==> src/rtl/lcs_pkg.sv <==
package lcs_pkg;

  localparam int REG_W  = 8;
  localparam int NSEL   = 9;
  localparam int S_KBD  = 0;
  localparam int S_RTC  = 1;
  localparam int S_IDE  = 2;
  localparam int S_FDC  = 3;
  localparam int S_LPT  = 4;
  localparam int S_COMA = 5;
  localparam int S_COMB = 6;
  localparam int S_CRAM = 7;
  localparam int S_P92  = 8;

  typedef enum logic [1:0] {
    LPT_3BC = 2'b00,
    LPT_378 = 2'b01,
    LPT_278 = 2'b10,
    LPT_OFF = 2'b11
  } lpt_map_e;

  typedef enum logic [1:0] {
    COM_3F8  = 2'b00,
    COM_2F8  = 2'b01,
    COM_RSVD = 2'b10,
    COM_OFF  = 2'b11
  } com_map_e;

  function automatic logic in_rng(logic [31:0] a, logic [31:0] lo, logic [31:0] hi);
    return (a >= lo) && (a <= hi);
  endfunction

  function automatic logic lpt_hit(logic [31:0] a, lpt_map_e m);
    case (m)
      LPT_3BC: return in_rng(a, 32'h3BC, 32'h3BF);
      LPT_378: return in_rng(a, 32'h378, 32'h37F);
      LPT_278: return in_rng(a, 32'h278, 32'h27F);
      default: return 1'b0;
    endcase
  endfunction

  function automatic logic com_hit(logic [31:0] a, com_map_e m);
    case (m)
      COM_3F8: return in_rng(a, 32'h3F8, 32'h3FF);
      COM_2F8: return in_rng(a, 32'h2F8, 32'h2FF);
      default: return 1'b0;
    endcase
  endfunction

endpackage

==> src/rtl/lcs_cfg_regs.sv <==
module lcs_cfg_regs
  import lcs_pkg::*;
#(
  parameter logic [REG_W-2:0] A_RST = 7'h04,
  parameter logic [REG_W-1:0] B_RST = 8'h7F
) (
  input  logic             clk,
  input  logic             rst_n,
  input  logic             cfg_we,
  input  logic             cfg_sel,
  input  logic [REG_W-1:0] cfg_wdata,
  output logic [REG_W-2:0] reg_a,
  output logic [REG_W-1:0] reg_b
);

  // bit 7 of register A has no function and is not stored
  always_ff @(posedge clk or negedge rst_n) begin
    if (!rst_n) begin
      reg_a <= A_RST;
      reg_b <= B_RST;
    end else if (cfg_we) begin
      if (cfg_sel) reg_b <= cfg_wdata;
      else         reg_a <= cfg_wdata[REG_W-2:0];
    end
  end


  reset_value_chk: assert property (@(posedge clk) disable iff (!rst_n)
    $past(!rst_n) |-> (reg_a == A_RST && reg_b == B_RST));


  write_a_lands_chk: assert property (@(posedge clk) disable iff (!rst_n)
    ($past(rst_n) && $past(cfg_we) && !$past(cfg_sel)) |-> reg_a == $past(cfg_wdata[REG_W-2:0]));


  write_b_lands_chk: assert property (@(posedge clk) disable iff (!rst_n)
    ($past(rst_n) && $past(cfg_we) && $past(cfg_sel)) |-> reg_b == $past(cfg_wdata));

endmodule

==> src/rtl/lcs_decode_core.sv <==
module lcs_decode_core
  import lcs_pkg::*;
#(
  parameter int ADDR_W        = 16,
  parameter bit KBD_ALT_PORTS = 1'b1
) (
  input  logic              clk,
  input  logic              rst_n,
  input  logic [ADDR_W-1:0] io_addr,
  input  logic              io_rd,
  input  logic              io_wr,
  input  logic [REG_W-2:0]  reg_a,
  input  logic [REG_W-1:0]  reg_b,
  output logic [NSEL-1:0]   sel,
  output logic              ide_status_hit,
  output logic              cram_rd,
  output logic              cram_wr
);

  logic [31:0] a;
  logic        acc;
  logic        kbd_base, kbd_alt;
  logic        ide_pri, ide_sec;
  logic        cram_win;
  logic [1:0]  com_sel;

  assign a   = 32'(io_addr);
  assign acc = io_rd | io_wr;

  assign kbd_base = (a == 32'h60) || (a == 32'h64);

  generate
    if (KBD_ALT_PORTS) begin : g_kbd_alt
      assign kbd_alt = (a == 32'h62) || (a == 32'h66);
    end else begin : g_kbd_std
      assign kbd_alt = 1'b0;
    end
  endgenerate

  // one decoder per serial field: port A in B[1:0], port B in B[3:2]
  generate
    for (genvar g = 0; g < 2; g++) begin : g_com
      assign com_sel[g] = acc & com_hit(a, com_map_e'(reg_b[2*g+1 -: 2]));
    end
  endgenerate

  assign ide_pri  = in_rng(a, 32'h1F0, 32'h1F7) || (a == 32'h3F6) || (a == 32'h3F7);
  assign ide_sec  = in_rng(a, 32'h170, 32'h177) || (a == 32'h376) || (a == 32'h377);
  assign cram_win = in_rng(a, 32'h800, 32'h8FF);

  always_comb begin
    sel         = '0;
    sel[S_KBD]  = acc & reg_a[1] & (kbd_base | kbd_alt);
    sel[S_RTC]  = acc & reg_a[0] & in_rng(a, 32'h70, 32'h77);
    sel[S_IDE]  = acc & reg_a[4] & (reg_a[5] ? ide_sec : ide_pri);
    sel[S_FDC]  = acc & ((reg_a[2] & in_rng(a, 32'h3F0, 32'h3F5)) |
                         (reg_a[3] & in_rng(a, 32'h370, 32'h375)));
    sel[S_LPT]  = acc & lpt_hit(a, lpt_map_e'(reg_b[5:4]));
    sel[S_COMA] = com_sel[0];
    sel[S_COMB] = com_sel[1];
    sel[S_CRAM] = reg_b[7] & ((acc & cram_win) | (io_wr & (a == 32'hC00)));
    sel[S_P92]  = acc & reg_b[6] & (a == 32'h92);
  end

  assign ide_status_hit = acc & ((a == 32'h3F7) || (a == 32'h377));
  assign cram_rd        = reg_b[7] & io_rd & cram_win;
  assign cram_wr        = reg_b[7] & io_wr & cram_win;


  kbd_off_quiet_chk: assert property (@(posedge clk) disable iff (!rst_n)
    !reg_a[1] |-> !sel[S_KBD]);


  com_rsvd_quiet_chk: assert property (@(posedge clk) disable iff (!rst_n)
    (reg_b[1:0] == 2'b10) |-> !sel[S_COMA]);


  cram_strobe_window_chk: assert property (@(posedge clk) disable iff (!rst_n)
    (cram_rd | cram_wr) |-> (io_addr[ADDR_W-1:8] == (ADDR_W-8)'(8'h08)));


  no_access_quiet_chk: assert property (@(posedge clk) disable iff (!rst_n)
    !(io_rd | io_wr) |-> (sel == '0 && !cram_rd && !cram_wr));

endmodule

==> src/rtl/lcs_xcvr_gate.sv <==
module lcs_xcvr_gate
  import lcs_pkg::*;
(
  input  logic            [NSEL-1:0] sel,
  input  logic                       kbd_mapped,
  input  logic                       ide_status_hit,
  output logic                       xcvr_oe
);

  logic [NSEL-1:0] pass_mask;

  always_comb begin
    pass_mask        = '1;
    pass_mask[S_KBD] = ~kbd_mapped;
  end

  assign xcvr_oe = (|(sel & pass_mask)) | ide_status_hit;

endmodule

==> src/rtl/legacy_iocs_decoder.sv <==
module legacy_iocs_decoder
  import lcs_pkg::*;
#(
  parameter int ADDR_W        = 16,
  parameter bit KBD_ALT_PORTS = 1'b1
) (
  input  logic              clk,
  input  logic              rst_n,
  input  logic [ADDR_W-1:0] io_addr,
  input  logic              io_rd,
  input  logic              io_wr,
  input  logic              cfg_we,
  input  logic              cfg_sel,
  input  logic [7:0]        cfg_wdata,
  output logic              cs_kbd,
  output logic              cs_rtc,
  output logic              cs_ide,
  output logic              cs_fdc,
  output logic              cs_lpt,
  output logic              cs_com_a,
  output logic              cs_com_b,
  output logic              cs_cram,
  output logic              cs_p92,
  output logic              xcvr_oe,
  output logic              cram_rd,
  output logic              cram_wr
);

  logic [REG_W-2:0] reg_a;
  logic [REG_W-1:0] reg_b;
  logic [NSEL-1:0]  sel;
  logic             ide_status_hit;

  lcs_cfg_regs u_regs (
    .clk       (clk),
    .rst_n     (rst_n),
    .cfg_we    (cfg_we),
    .cfg_sel   (cfg_sel),
    .cfg_wdata (cfg_wdata),
    .reg_a     (reg_a),
    .reg_b     (reg_b)
  );

  lcs_decode_core #(
    .ADDR_W        (ADDR_W),
    .KBD_ALT_PORTS (KBD_ALT_PORTS)
  ) u_core (
    .clk            (clk),
    .rst_n          (rst_n),
    .io_addr        (io_addr),
    .io_rd          (io_rd),
    .io_wr          (io_wr),
    .reg_a          (reg_a),
    .reg_b          (reg_b),
    .sel            (sel),
    .ide_status_hit (ide_status_hit),
    .cram_rd        (cram_rd),
    .cram_wr        (cram_wr)
  );

  lcs_xcvr_gate u_xcvr (
    .sel            (sel),
    .kbd_mapped     (reg_a[6]),
    .ide_status_hit (ide_status_hit),
    .xcvr_oe        (xcvr_oe)
  );

  assign cs_kbd   = sel[S_KBD];
  assign cs_rtc   = sel[S_RTC];
  assign cs_ide   = sel[S_IDE];
  assign cs_fdc   = sel[S_FDC];
  assign cs_lpt   = sel[S_LPT];
  assign cs_com_a = sel[S_COMA];
  assign cs_com_b = sel[S_COMB];
  assign cs_cram  = sel[S_CRAM];
  assign cs_p92   = sel[S_P92];


  unmapped_sel_drives_oe_chk: assert property (@(posedge clk) disable iff (!rst_n)
    (|{cs_rtc, cs_ide, cs_fdc, cs_lpt, cs_com_a, cs_com_b, cs_cram, cs_p92}) |-> xcvr_oe);


  mapped_kbd_oe_chk: assert property (@(posedge clk) disable iff (!rst_n)
    (cs_kbd && reg_a[6]) |-> !xcvr_oe);


  ide_status_oe_chk: assert property (@(posedge clk) disable iff (!rst_n)
    ((io_rd | io_wr) && (io_addr == ADDR_W'(16'h3F7) || io_addr == ADDR_W'(16'h377))) |-> xcvr_oe);

endmodule

==> config.mk <==
export PLATFORM = sky130hd
export DESIGN_NAME = legacy_iocs_decoder
export DESIGN_NICKNAME = d
export VERILOG_FILES = /design/src/rtl/lcs_pkg.sv /design/src/rtl/lcs_cfg_regs.sv /design/src/rtl/lcs_decode_core.sv /design/src/rtl/lcs_xcvr_gate.sv /design/src/rtl/legacy_iocs_decoder.sv
export SDC_FILE = /design/constraint.sdc
export NUM_CORES = 1
export LEC_CHECK = 0
export ABC_AREA = 1
export BUFFER_PORTS_ARGS = -buffer_cell sky130_fd_sc_hd__buf_2
export CORE_ASPECT_RATIO = 1.75
export CORE_MARGIN = 2
export CORE_UTILIZATION = 50
export CTS_BUF_LIST = sky130_fd_sc_hd__clkbuf_16
export DETAILED_ROUTE_END_ITERATION = 16
export GPL_ROUTABILITY_DRIVEN = 0
export PLACE_DENSITY_LB_ADDON = 0.15
export SLEW_MARGIN = 15
export SYNTH_ARGS = -nofsm -noshare
export SYNTH_HDL_FRONTEND = slang
export SYNTH_SLANG_ARGS = --single-unit
==> constraint.sdc <==
create_clock -name clk -period 1.5 [get_ports clk]
set_input_delay 0.3 -clock clk [delete_from_list [all_inputs] [get_ports clk]]
set_output_delay 0.3 -clock clk [all_outputs]
set_load 0.01 [all_outputs]
* Word level (Yosys, flattened, before mapping) *
Index checks and enable logic that the tools add are counted.

operators by class
  bitwise operators = 30
  order comparisons = 22
  mux-type cells = 4
  eq/ne operators = 14
  reductions and logical operators = 24

operator list
  kind                                                                     count
  16-bit by 10-bit >= comparator with 1-bit output, second input constant  7
  16-bit by 10-bit <= comparator with 1-bit output, second input constant  7
  16-bit by 10-bit == test with 1-bit output, second input constant        4
  16-bit by 7-bit == test with 1-bit output, second input constant         4
  16-bit by 9-bit >= comparator with 1-bit output, second input constant   2
  16-bit by 9-bit <= comparator with 1-bit output, second input constant   2
  1-bit AND                                                                22
  16-bit by 12-bit == test with 1-bit output, second input constant        1
  16-bit by 8-bit == test with 1-bit output, second input constant         1
  16-bit by 12-bit >= comparator with 1-bit output, second input constant  1
  16-bit by 7-bit >= comparator with 1-bit output, second input constant   1
  16-bit by 12-bit <= comparator with 1-bit output, second input constant  1
  16-bit by 7-bit <= comparator with 1-bit output, second input constant   1
  1-bit logical AND                                                        11
  9-bit AND                                                                1
  9-bit OR reduction                                                       1
  1-bit logical OR                                                         7
  2-bit by 1-bit == test with 1-bit output, second input constant          3
  2-bit logical NOT                                                        3
  1-bit bitwise OR                                                         5
  1-bit case mux with 2 select lines                                       2
  2-bit AND reduction                                                      2
  1-bit case mux with 3 select lines                                       1
  2-bit == test, second input constant                                     1
  other kinds (2)                                                          3

word-level totals
  register bits after elaboration = 15
  word-level logic and storage cells = 96
  bits of input ports = 30

* Logic depth before layout (Yosys ltp) *
  depth in word-level cells = 9
  mapped depth = 11

* Hierarchy *
Synthesis repeated with hierarchy kept, for this count alone.

second synthesis, totals
  cell total of the unflattened synthesis = 197
  area, all modules = 1,239.9 um^2

by module, submodules not included
  module           instances  area each (um^2)  cells each  sequential area each (um^2)
  lcs_cfg_regs     1          639.4             66          385.4
  lcs_decode_core  1          555.5             120         0.0
  lcs_xcvr_gate    1          45.0              11          0.0

* Least setup slack after synthesis *
OpenSTA, ideal clock, no wires.

  path type = in2out
  start point = in io_addr[14]
  end point = out xcvr_oe
  data required time = 1.200 ns
  arrival = 1.157 ns
  slack = 0.043 ns
  cell stages on the path = 9
  cell sequence = nor2_2 > nand2_2 > nor2_8 > nand2_1 > nor2_2 > nor2_2 > nor2_4 > a21oi_2 > nand3_1

on the way
  elaborated cells on any way between the ends = 74
  those cells by class = 22 x order compare; 10 x eq/ne; 4 x mux; 19 x bitwise; 19 x reduce/logical

RTL lines
  item                                                                                                                  RTL line                   text
  start, declared                                                                                                       legacy_iocs_decoder.sv:9   input logic [ADDR_W-1:0] io_addr,
  16-bit by 10-bit >= comparator with 1-bit output or 16-bit by 10-bit <= comparator with 1-bit output (tied branches)  lcs_pkg.sv:30              return (a >= lo) && (a <= hi);
  1-bit logical AND                                                                                                     lcs_pkg.sv:30
  1-bit case mux with 2 select lines (*)                                                                                lcs_pkg.sv:43              case (m)
  1-bit AND (*)                                                                                                         lcs_decode_core.sv:43      assign com_sel[g] = acc & com_hit(a, com_map_e'(reg_b[2*g+1 -: 2]));
  named net cs_com_a                                                                                                    legacy_iocs_decoder.sv:20  output logic cs_com_a,
  9-bit AND (*)                                                                                                         lcs_xcvr_gate.sv:17        assign xcvr_oe = (|(sel & pass_mask)) | ide_status_hit;
  9-bit OR reduction (*)                                                                                                lcs_xcvr_gate.sv:17
  1-bit bitwise OR (*)                                                                                                  lcs_xcvr_gate.sv:17
  end, declared                                                                                                         legacy_iocs_decoder.sv:24  output logic xcvr_oe,

The timed path passes the listed nets; every way through them passes the cells marked *.

* Worst setup path after layout *
  start point = reg u_regs.reg_b[4]
  end point = out xcvr_oe

on the way
  longest elaborated chain between the ends = 6
  elaborated cells on any way between the ends = 8
  those cells by class = 2 x eq/ne; 1 x mux; 3 x bitwise; 2 x reduce/logical

ends and longest elaborated chain
  item                                         RTL line               text
  start, declared                              lcs_cfg_regs.sv:13     output logic [REG_W-1:0] reg_b
  start signal, assigned                       lcs_cfg_regs.sv:22     if (cfg_sel) reg_b <= cfg_wdata;
  2-bit == test, or another cell as far along  lcs_pkg.sv:34          case (m)
  1-bit case mux with 3 select lines (*)       lcs_pkg.sv:34
  1-bit AND (*)                                lcs_decode_core.sv:58  sel[S_LPT] = acc & lpt_hit(a, lpt_map_e'(reg_b[5:4]));
  9-bit AND (*)                                lcs_xcvr_gate.sv:17
  9-bit OR reduction (*)                       lcs_xcvr_gate.sv:17
  1-bit bitwise OR (*)                         lcs_xcvr_gate.sv:17

Every way passes the cells marked *; elsewhere a longest branch is shown, timed or not.

==> results_dict.tcl <==
set metrics [dict create \
    outcome "finished with violations" \
    failed_checks "setup timing" \
    syn_inst 206 \
    synth_warnings 0 \
    synth.ff_latch_count 15 \
    power.share.sequential 0.364 \
    syn-num-nets 236 \
    p_int_mw 0.9993 \
    design.die.area_mm2 0.002937 \
    drive_gt1_frac 0.4892 \
    clock_insertion_delay_worst_skew_ns 0.24 \
    fin_total_pwr_mw 1.404 \
    rsz0062_at_grt "true" \
    synth.top_cells.by_area "dfstp_2 17%, nand2_1 16%, dfrtp_1 14%" \
    num_io_pins 42 \
    relative_contribution_of_the_clock_network_to_total_power 0.362 \
    finalNetCount 309 \
    cts-htree-levels 1 \
    timing.final.crit_share 1.204 \
    clock_root_cell "clkbuf_16" \
    largest_voltage_drop_on_the_vdd_net_mv 0.8431 \
    antenna_found_initial 0 \
    power.net_switching_mw 0.4051 \
    skew_ns 0 \
    initial_core_util 0.5149 \
    critical_path_class "reg -> out" \
    die_y_um 70.21 \
    register_area_um2 385.4 \
    dieWidth_um 41.84 \
    grt_util_met1 0.2935 \
    multi_input_comb_area_um2 873.3 \
    power_frac_comb 0.274 \
    vias 1571 \
    cts_num_sinks 15 \
    synthesis.area_per_instance_um2 6.080 \
    cts_buffers 3 \
    site_row_count 24 \
    diodes 0 \
    synthMostInstantiatedCell "nand2_1" \
    tightest_slew_ns 0.4437 \
    use_met3 0.02842 \
    critical_path.endpoint_type "output pin" \
    syn-cell-area_mm2 0.001252 \
    cp_max_fo 3 \
    postLayoutSetupSlackWorst_ns -0.3067 \
    post_drt_wl_per_cell_um 13.46 \
    count_of_pins_over_their_slew_limit 0 \
    worst_hold_path_type "in -> reg" \
    final_hold_viols 0 \
    report.final.setup_viol 9 \
    async_reset_ff_frac 1.000 \
    synth-edff-count 0 \
    numPortBuffers 41 \
    grt_util_all_layers 0.2918 \
    synth_top_cells_by_count "53 x nand2_1, 34 x inv_1, 29 x nor2_1" \
    filler_cell_count_in_the_final_layout 150 \
    yosysUniqueCellTypes 21 \
    static-leakage-power_nw 1.130 \
    min_period_ns 1.807 \
    post-place-ws_ns -0.2430 \
    cts_tree "built" \
    drt_first_iter_violations 41 \
    clkSlewWorstSetupHoldPaths_ns 0.05 \
    ys_flop_type "dfstp_2" \
    grt_pass1_wl_um 6630 \
    grt_overflow_total 0 \
    route.antenna.remaining_nets 0 \
    yosysTopAreaCellShare 0.1678 \
    post_detail_place_hpwl_um 2835 \
    clock.fmax_mhz 553.5 \
    timing.critical_path.arrival_ns 1.51 \
    area_growth_syn_to_layout_pct 63.74 \
    power.switching_fraction 0.2885 \
    max-slew-margin-rel 0.7035 \
    grt_max_degree 17 \
    placeableCoreArea_mm2 0.002432 \
    first_global_vias 1584 \
    avgViaCountPerCell 5.168 \
    start_kind "register" \
    power.density_mw_per_mm2 684.9 \
    most_crowded_layer_gr "met2" \
    max-clock-path-buffers 2 \
    drc 0 \
    detail_route.first_pass.iterations 4 \
    met2_global_route_usage 0.5503 \
    synth_sequential_area_ratio 0.3077 \
    synth.largest_area_cell "dfstp_2" \
    detail_route.wirelength_um 4093 \
    worst-endpoint-required_ns 1.20 \
    max_cap_violations 0 \
]
[state kept, by name, summed over array words and instances, names as in the netlist]
name,cells
u_regs.reg_b,8
u_regs.reg_a,7
[per-stage QoR]
step | setup TNS, ns | hold WS, ns | utilization | cell area [um2] | instances
finish | -1.663 | 0.2892 | 0.8431 | 2051 | 304
CTS | -1.282 | 0.2904 | 0.7922 | 1927 | 303
floorplan | 0 | 0.004409 | - | 1252 | 206
detailed placement | -1.441 | 0.2107 | 0.6836 | 1663 | 295
global placement | -1.367 | 0.2107 | 0.6836 | 1663 | 295
global route | -2.411 | 0.3070 | 0.8431 | 2051 | 304
[worst paths after layout]
kind,start,to,slack [ns],cells past startpoint
max in group asynchronous,rst_n,u_regs.reg_b[4],0.73,2
max,u_regs.reg_b[4],xcvr_oe,-0.31,10
max reg2reg,u_regs.reg_b[6],u_regs.reg_b[6],0.64,3
min,cfg_wdata[6],u_regs.reg_b[6],0.29,3
min in group asynchronous,rst_n,u_regs.reg_a[3],0.49,2
min reg2reg,u_regs.reg_a[6],u_regs.reg_a[6],0.49,2
[metal layers]
layer,wire length (um),share of wire
met2,2311,0.56
met5,0,0
met4,235,0.057
met3,153,0.037
met1,1391,0.34
[worst max-delay path: stages (launching register included)]
cell and delay, ns:
dfstp_2 0.54, inv_2 0.06, nand3_2 0.05, nand2_1 0.06
nand3_1 0.07, nor2_1 0.05, nand2_2 0.07, nand3_2 0.06
nor2_2 0.09, nand3_1 0.06, buf_2 0.14
[layout make-up]
class | count | area share
multi-input combinational | 149 | 0.4259
tap | 26 | 0.01586
clock inverter | 1 | 0.002441
clock buffer | 3 | 0.03661
inverter | 40 | 0.07444
sequential | 15 | 0.1879
timing repair buffer | 70 | 0.2569
[kinds of logic after synthesis]
logic type      synth area share
simple gates              0.4715
buf+inv                   0.1259
flops                     0.3077
compound gates           0.09490
[power groups by stage]
| stage | Sequential [mW] | Clock [mW] | Combinational, mW |
|---|---|---|---|
| 2_1_floorplan | 0.503 | 0 | 0.169 |
| 3_3_place_gp | 0.510 | 0 | 0.304 |
| 3_5_place_dp | 0.512 | 0 | 0.309 |
| 4_1_cts | 0.508 | 0.515 | 0.357 |
| 5_1_grt | 0.518 | 0.529 | 0.427 |
| 6_report | 0.511 | 0.509 | 0.384 |
[cells in the final DEF (no fill, tap or decap)]
| cell | instances |
|---|---|
| nand2_4 | 6 |
| dfrtp_1 | 7 |
| nor2_8 | 1 |
| a21oi_2 | 1 |
| nor2_2 | 8 |
| dlygate4sd3_1 | 1 |
| nor2_1 | 19 |
| inv_2 | 8 |
| nand3_2 | 3 |
| buf_4 | 22 |
| nor2_4 | 12 |
| buf_6 | 17 |
| nand3_4 | 1 |
| clkbuf_16 | 3 |
| o21ai_2 | 1 |
| a21oi_1 | 5 |
| dfstp_2 | 8 |
| buf_8 | 1 |
| nand2_1 | 44 |
| buf_2 | 29 |
| nor3_1 | 1 |
| clkinv_1 | 1 |
| o21ai_0 | 16 |
| inv_4 | 1 |
| nand2_2 | 10 |
| nand3b_1 | 1 |
| inv_1 | 30 |
| nand3_1 | 14 |
| nand4_1 | 3 |
| clkinv_2 | 1 |
| nor3_2 | 3 |
[timing repair]
item,in CTS,in global routing
pin swaps,29,18
hold buffers,1,0
buffers inserted,5,2
cloned,0,0
setup endpoints to repair,12,12
resized for setup,40,27
endpoints found under the hold margin,7,0
Note: power is estimated with default switching activity, not from simulation.
